--- config.mk ---
export PLATFORM = sky130hd
export DESIGN_NAME = ndrProtoChk
export DESIGN_NICKNAME = d
export VERILOG_FILES = /design/src/rtl/ndrChkPkg.sv /design/src/rtl/ndrCtrl.sv /design/src/rtl/ndrErrPath.sv /design/src/rtl/ndrProtoChk.sv
export SDC_FILE = /design/constraint.sdc
export NUM_CORES = 1
export LEC_CHECK = 0
export BUFFER_PORTS_ARGS = -buffer_cell sky130_fd_sc_hd__buf_2
export CAP_MARGIN = 5
export CORE_AREA = 8 8 45 47
export CTS_CLUSTER_DIAMETER = 30
export DETAILED_ROUTE_END_ITERATION = 6
export DIE_AREA = 0 0 53 55
export PLACE_DENSITY = 0.48
export SLEW_MARGIN = 30
export SYNTH_ARGS = -nofsm -noshare
export SYNTH_HDL_FRONTEND = slang
export SYNTH_SLANG_ARGS = --single-unit
--- constraint.sdc ---
create_clock -name clk -period 0.8 [get_ports clk]
set_input_delay 0.04 -clock clk [delete_from_list [all_inputs] [get_ports clk]]
set_output_delay 0.04 -clock clk [all_outputs]
set_load 0.02 [all_outputs]
--- src/rtl/ndrChkPkg.sv ---
package ndrChkPkg;

  typedef enum logic [1:0] {
    ERR_NONE = 2'b00,
    ERR_DATA = 2'b01,
    ERR_ADDR = 2'b10,
    ERR_BOTH = 2'b11
  } errCodeT;

  // strobes from control to the error datapath
  typedef struct packed {
    logic arViol;
    logic drViol;
  } ctrlStrobeT;

endpackage

--- src/rtl/ndrCtrl.sv ---
module ndrCtrl
  import ndrChkPkg::*;
(
  input  logic       clk,
  input  logic       hardRst,
  input  logic       dataRetry,
  input  logic       addrRetry,
  input  logic       xferAck,
  input  logic       tenureStart,
  output ctrlStrobeT strobe,
  output logic       noDrMode
);

  logic modeReg;
  logic firstSeen;
  logic firstAckDly;
  logic seenLive;
  logic firstAckNow;

  // a tenure start forgets the previous tenure's acknowledge
  assign seenLive    = firstSeen & ~tenureStart;
  assign firstAckNow = xferAck & ~seenLive;

  always_ff @(posedge clk) begin
    if (hardRst) begin
      modeReg     <= dataRetry;  // strap sample
      firstSeen   <= 1'b0;
      firstAckDly <= 1'b0;
    end else begin
      firstSeen   <= seenLive | xferAck;
      firstAckDly <= firstAckNow;
    end
  end

  always_comb begin
    strobe.drViol = ~hardRst & modeReg & dataRetry;
    strobe.arViol = ~hardRst & modeReg & addrRetry & firstAckDly;
  end

  assign noDrMode = modeReg;

endmodule

--- src/rtl/ndrErrPath.sv ---
module ndrErrPath
  import ndrChkPkg::*;
(
  input  logic       clk,
  input  logic       hardRst,
  input  ctrlStrobeT strobe,
  output logic       drErr,
  output logic       arErr,
  output errCodeT    errCode,
  output logic       errPulse
);

  logic anyViol;
  assign anyViol = strobe.drViol | strobe.arViol;

  always_ff @(posedge clk) begin
    if (hardRst) begin
      drErr    <= 1'b0;
      arErr    <= 1'b0;
      errCode  <= ERR_NONE;
      errPulse <= 1'b0;
    end else begin
      drErr    <= drErr | strobe.drViol;
      arErr    <= arErr | strobe.arViol;
      errPulse <= anyViol;
      if (anyViol) errCode <= errCodeT'({strobe.arViol, strobe.drViol});
    end
  end

endmodule

--- src/rtl/ndrProtoChk.sv ---
module ndrProtoChk
  import ndrChkPkg::*;
(
  input  logic       clk,
  input  logic       hardRst,
  input  logic       dataRetry,
  input  logic       addrRetry,
  input  logic       xferAck,
  input  logic       tenureStart,
  output logic       drErr,
  output logic       arErr,
  output logic [1:0] errCode,
  output logic       errPulse
);

  ctrlStrobeT strobe;
  errCodeT    codeInt;
  logic       noDrMode;

  ndrCtrl u_ctrl (
    .clk         (clk),
    .hardRst     (hardRst),
    .dataRetry   (dataRetry),
    .addrRetry   (addrRetry),
    .xferAck     (xferAck),
    .tenureStart (tenureStart),
    .strobe      (strobe),
    .noDrMode    (noDrMode)
  );

  ndrErrPath u_err (
    .clk      (clk),
    .hardRst  (hardRst),
    .strobe   (strobe),
    .drErr    (drErr),
    .arErr    (arErr),
    .errCode  (codeInt),
    .errPulse (errPulse)
  );

  assign errCode = codeInt;

endmodule

==> results of run 1 <==
==> worst register-to-register path, delay by kind of cell, from the launching register on <==
kind | cells | cell delay [ns]
DFF | 1 | 0.45
AOI/OAI and AO/OA | 2 | 0.33
==> metrics by stage <==
stage / total power [mW] / setup slack, ns / TNS, ns / hold slack, ns
2_1_floorplan: 0.501 / 0.00911 / 0 / 0.0951
3_3_place_gp: 0.541 / 0.00218 / 0 / 0.265
3_5_place_dp: 0.544 / -0.0326 / -0.0473 / 0.276
4_1_cts: 0.872 / -0.0514 / -0.0772 / 0.0171
5_1_grt: 0.906 / -0.0828 / -0.194 / 0.0296
6_report: 0.860 / -0.0506 / -0.0623 / 0.0236
==> layer usage <==
metal	global-route usage	share of wire	up-vias
met4	0.0517	0.016	0
met2	0.0703	0.48	7
li1	-	-	108
met3	0.0267	0.089	2
met1	0.0446	0.41	102
met5	0	0	-
==> sequential cells by signal, indices dropped and copies added (netlist names) <==
signal / count
u_err.drErr: 1
u_err.errPulse: 1
u_ctrl.firstAckDly: 1
u_ctrl.firstSeen: 1
u_err.arErr: 1
u_ctrl.noDrMode: 1
u_err.errCode: 2
==> layout make-up <==
cell class | instances | area (um^2) | area share
Clock buffer | 4 | 26.3 | 0.0686
Timing Repair Buffer | 10 | 55.1 | 0.144
Inverter | 1 | 3.75 | 0.00980
Multi-Input combinational cell | 14 | 104 | 0.271
Tap cell | 16 | 20.0 | 0.0523
Sequential cell | 8 | 174 | 0.454
==> layout by cell type (no fill, tap or decap) <==
cell,synthesis,routed
nor2_1,1,1
a21bo_1,1,1
a21oi_2,2,2
clkbuf_1,0,1
nor2b_1,1,1
dfxtp_1,7,4
o21ba_1,1,1
buf_2,0,8
buf_4,0,2
nand2_1,1,1
nand3_2,1,1
o2bb2ai_1,1,1
inv_1,1,1
edfxtp_1,1,1
nor3b_1,2,2
nor2b_2,1,1
clkbuf_4,0,3
a21oi_1,2,2
dfxtp_2,0,3
==> worst paths after layout <==
| check | slack [ns] | cells past startpoint | from | endpoint |
|---|---|---|---|---|
| max reg2reg | -0.05 | 2 | u_ctrl.noDrMode | u_err.errCode[1] |
| max | -0.05 | 2 | u_ctrl.noDrMode | u_err.errCode[1] |
| min reg2reg | 0.46 | 2 | u_err.arErr | u_err.arErr |
| min | 0.02 | 2 | xferAck | u_ctrl.firstSeen |
==> power groups by stage <==
stage / clock, mW / combinational (mW) / sequential, mW
floorplan: 0 / 0.0296 / 0.471
global placement: 0 / 0.0883 / 0.453
detailed placement: 0 / 0.0898 / 0.454
CTS: 0.336 / 0.0899 / 0.446
global route: 0.355 / 0.100 / 0.451
finish: 0.321 / 0.0917 / 0.447
==> timing repair <==
| item | CTS | global route |
|---|---|---|
| setup endpoints to repair | 2 | 6 |
| gates resized for setup | 0 | 4 |
| pin swaps | 0 | 4 |
| hold buffers | 0 | 0 |
==> kinds of logic after synthesis <==
family                 Yosys count
flip-flops                       8
AND/OR/NAND/NOR                  7
AO/OA/AOI/OAI                    7
buffers and inverters            1
==> run_results.csv, run 1 <==
group,metric,value,unit
run_status,status,"finished with violations",
run_status,violations,"negative setup slack",
yosys,dominantRegCellSynth,"dfxtp_1",
route,firstDrtPassIters,2,
yosys,synth-seq-cells,8,
global_routing,grt_pass1_vias,228,
yosys,synthAdderAreaFrac,0,
yosys,synthArstFlopShare,0,
yosys,synthMuxAreaShare,0,
global_routing,antenna_found_initial,0,
floorplanning,dieArea,2920,um^2
global_routing,grt_overflow,0,
finish,nFillCells,152,
floorplanning,die_y,55,um
power,p_per_area,2250,nW/um^2
finish,fin_util,0.277,
clock_tree,h-tree-depth,1,
clock_tree,clkSinkCount,8,
sta,fin_worst_skew,0.00300,ns
yosys,ys_warn_count,0,
worst_setup_path,crit_buf_inv,0,
global_routing,grt_pass1_wl,952,um
route,via_count,219,
min_path,hp-class,"primary input to flop",
finish,num_antenna_cells,0,
route,wl,563,um
floorplanning,start_util,0.201,
clock_tree,cts_setup_buffers,0,
finish,final_cells,53,
yosys,ys_types,14,
yosys,synth_nets,29,
yosys,synthXorXnorAreaFrac,0,
yosys,yosys-top-cells-count,"7 x dfxtp_1, 2 x a21oi_1, 2 x a21oi_2, 2 x nor3b_1",
worst_setup_path,cp_top_family,"flip-flops",
route,wl_per_cell,10.6,um
yosys,synth-simple-area-share,0.171,
route,drt-vias-per-instance,4.13,
route,ant_nets,0,
sta,rsz0062_at_grt,"yes",
worst_setup_path,start_kind,"flop",
yosys,synth_top_family_by_area,"compound AO/OA/AOI/OAI gates",
power,seqPwrFrac,0.520,
finish,nets,44,
finish,area_delta_synth_final,37.8,%
yosys,syn-instance-count,23,
yosys,yosys.area.top_type,"dfxtp_1",
floorplanning,row_count,14,
sta,hold_viol_final,0,
yosys,syn_area,278,um^2
floorplanning,ios,11,
worst_setup_path,path_cells,"a21bo_1 > a21oi_2",
yosys,synth_area_per_cell,12.1,um^2
sta,layout_setup_ws,-0.0506,ns
sta,maxSlewViolCount,0,
sta,slew_headroom,0.874,
floorplanning,die_width,53,um
power,p_switching,194,uW
finish,drive_above_1_share,0.541,
route,route.detailed.drc,0,
power,internal_power,666,uW
sta,min_period,0.851,ns
yosys,synth_edf_count,1,
yosys,ys_seq_area_frac,0.613,
power,p_sw_frac,0.225,
clock_tree,clockBufferDepth,2,
clock_tree,cts_tree,"built",
clock_tree,cts.clk_slew.worst_paths,0.06,ns
sta,layout_worst_path_cycle_share,1.06,
worst_setup_path,crit_arrival,1.03,ns
yosys,synth.most_common_cell,"dfxtp_1",
place,placedInstanceArea,349,um^2
worst_setup_path,cp-end-kind,"flop",
clock_tree,root_buffer,"clkbuf_4",
worst_setup_path,setup.worst_path.class,"flop to flop",
sta,tightestPinTransition,0.189,ns
power,power_frac_comb,0.107,
route,first_iter_violations,4,
yosys,synth-compound-area-share,0.203,
worst_setup_path,slowest_stage,"edfxtp_1",
worst_setup_path,crit_fanout,5,
yosys,yosysTopAreaCellShare,0.505,
worst_setup_path,max_stage_delay,0.45,ns
global_routing,grtUsageTotal,0.0477,
power,p_leak,0.163,nW
place,dp.cells,49,
global_routing,grt_max_degree,10,
sta,timing.fmax,1180,MHz
worst_setup_path,cp_data_required_time,0.98,ns
job,cap_violations,0,
power,peakVddDrop,0.684,mV
yosys,synth_area_leaders,"dfxtp_1 50%, edfxtp_1 11%, a21oi_2 6.3%",
power,pwr-share-clk,0.373,
sta,setup_viol,2,
clock_tree,cts_made_buffers,3,
place,gp_congestion,0.687,
place,port_buffers,10,
floorplanning,core,1380,um^2
finish,fin_area,383,um^2
clock_tree,worstSkewPairLatency,0.25,ns
(Power assumes the default switching activity.)
==> inputs of run 2 (changes only) <==
HOLD_SLACK_MARGIN = 0.1   (was not set)
==> run_results.csv, run 2 (synthesis results as in run 1) <==
group,metric,value,unit
run_status,status,"finished with violations",
run_status,violations,"negative setup slack",
finish,final_cell_mix,"8 x buf_2, 4 x dlygate4sd3_1, 4 x dfxtp_1",
sta,layout_setup_ws,-0.0567,ns
clock_tree,cts_setup_buffers,0,
global_routing,grt_overflow,0,
finish,num_antenna_cells,0,
place,port_buffers,10,
clock_tree,worstSkewPairLatency,0.24,ns
clock_tree,clockBufferDepth,2,
finish,final_common_cell,"buf_2",
global_routing,grt_max_degree,6,
worst_setup_path,path_cells,"a21bo_1 > a21oi_2",
sta,hold_ws,0.0960,ns
worst_setup_path,cp-end-kind,"flop",
route,drt-vias-per-instance,3.98,
sta,setup_viol,2,
clock_tree,h-tree-depth,1,
finish,largest-register,"u_err.errCode",
clock_tree,cts_hold_buf,5,
global_routing,grtUsageTotal,0.0510,
place,placedInstanceArea,349,um^2
global_routing,antenna_found_initial,0,
power,peakVddDrop,0.685,mV
finish,multi_input_area,109,um^2
route,via_count,231,
worst_setup_path,crit_arrival,1.04,ns
sta,timing.fmax,1170,MHz
power,p_per_area,2000,nW/um^2
floorplanning,dieArea,2920,um^2
sta,fin_worst_skew,0.00202,ns
clock_tree,cts_tree,"built",
finish,nets,49,
worst_setup_path,max_stage_delay,0.46,ns
sta,slew_headroom,0.879,
place,dp_slack,-0.0326,ns
floorplanning,die_width,53,um
place,gp_congestion,0.687,
sta,rsz0062_at_grt,"yes",
floorplanning,die_y,55,um
worst_setup_path,start_kind,"flop",
finish,nFillCells,152,
sta,hold_viol_final,0,
job,cap_violations,0,
global_routing,grt_pass1_vias,250,
finish,largest_reg_flops,2,
floorplanning,core,1380,um^2
min_path,hp-class,"primary input to flop",
clock_tree,clkSinkCount,8,
route,firstDrtPassIters,2,
worst_setup_path,setup.worst_path.class,"flop to flop",
route,first_iter_violations,1,
sta,maxSlewViolCount,0,
finish,drive_above_1_share,0.500,
route,wl,610,um
route,wl_per_cell,10.5,um
worst_setup_path,cp_top_family,"flip-flops",
floorplanning,row_count,14,
clock_tree,cts_made_buffers,3,
global_routing,grt_pass1_wl,1020,um
floorplanning,start_util,0.201,
finish,regArea,174,um^2
sta,layout_worst_path_cycle_share,1.07,
power,p_leak,0.194,nW
worst_setup_path,slowest_stage,"edfxtp_1",
route,route.detailed.drc,0,
finish,area_delta_synth_final,58.6,%
finish,fin_area,440,um^2
sta,fin_tns_setup,-0.0735,ns
floorplanning,ios,11,
clock_tree,cts.clk_slew.worst_paths,0.05,ns
worst_setup_path,cp_data_required_time,0.98,ns
clock_tree,root_buffer,"clkbuf_4",
route,ant_nets,0,
worst_setup_path,crit_buf_inv,0,
sta,tightestPinTransition,0.182,ns
worst_setup_path,crit_fanout,5,
sta,min_period,0.857,ns
[run 2: changes by cell type in the layout (fill, tap and decap cells not counted), sizes merged]
cell          change
dlygate4sd3       +4
dlymetal6s4s      +1
[run 2: metrics by stage]
| stage | utilization | instances | power (mW) |
|---|---|---|---|
| final | 0.318 | 58 | 0.880 |
| after global routing | 0.318 | 58 | 0.928 |
| after CTS | 0.307 | 58 | 0.892 |
| after detailed placement | 0.252 | 49 | 0.544 |
| after global placement | 0.252 | 49 | 0.541 |
| after floorplan | - | 23 | 0.501 |
[run 2: final timing paths]
check                       start          endpoint  slack (ns)  depth (start not counted)
setup / recovery  u_ctrl.noDrMode  u_err.errCode[1]       -0.06                          2
setup reg to reg  u_ctrl.noDrMode  u_err.errCode[1]       -0.06                          2
hold / removal          dataRetry  u_err.errCode[1]         0.1                          3
hold reg to reg       u_err.arErr       u_err.arErr        0.46                          2
[run 2: layout make-up]
| cell class | instances | share of cell area |
|---|---|---|
| Inverter | 1 | 0.00852 |
| Sequential cell | 8 | 0.395 |
| Tap cell | 16 | 0.0455 |
| Multi-Input combinational cell | 14 | 0.247 |
| Timing Repair Buffer | 15 | 0.244 |
| Clock buffer | 4 | 0.0597 |
[run 2: worst register-to-register path: cells and delay by family, from the launching register on]
family | cells | cell delay, ns
flops | 1 | 0.46
compound gates | 2 | 0.34
[run 2: repair_timing]
item,4_1_cts,5_1_grt
pin swaps,0,4
gates resized for setup,0,6
endpoints found under the setup margin,2,8
hold endpoints to repair,7,1
[run 2: per-layer routing]
layer / track usage / wire length, um / up-vias
li1: - / - / 119
met5: 0 / 0 / -
met3: 0.0267 / 42 / 2
met4: 0.0517 / 10 / 0
met2: 0.0762 / 292 / 7
met1: 0.0492 / 265 / 103
[run 2: report_power, final]
part / leakage, nW / internal [mW] / switching, mW
logic: 0.111 / 0.0598 / 0.0535
registers: 0.0688 / 0.434 / 0.0139
clock network: 0.0150 / 0.190 / 0.129
total: 0.194 / 0.684 / 0.197
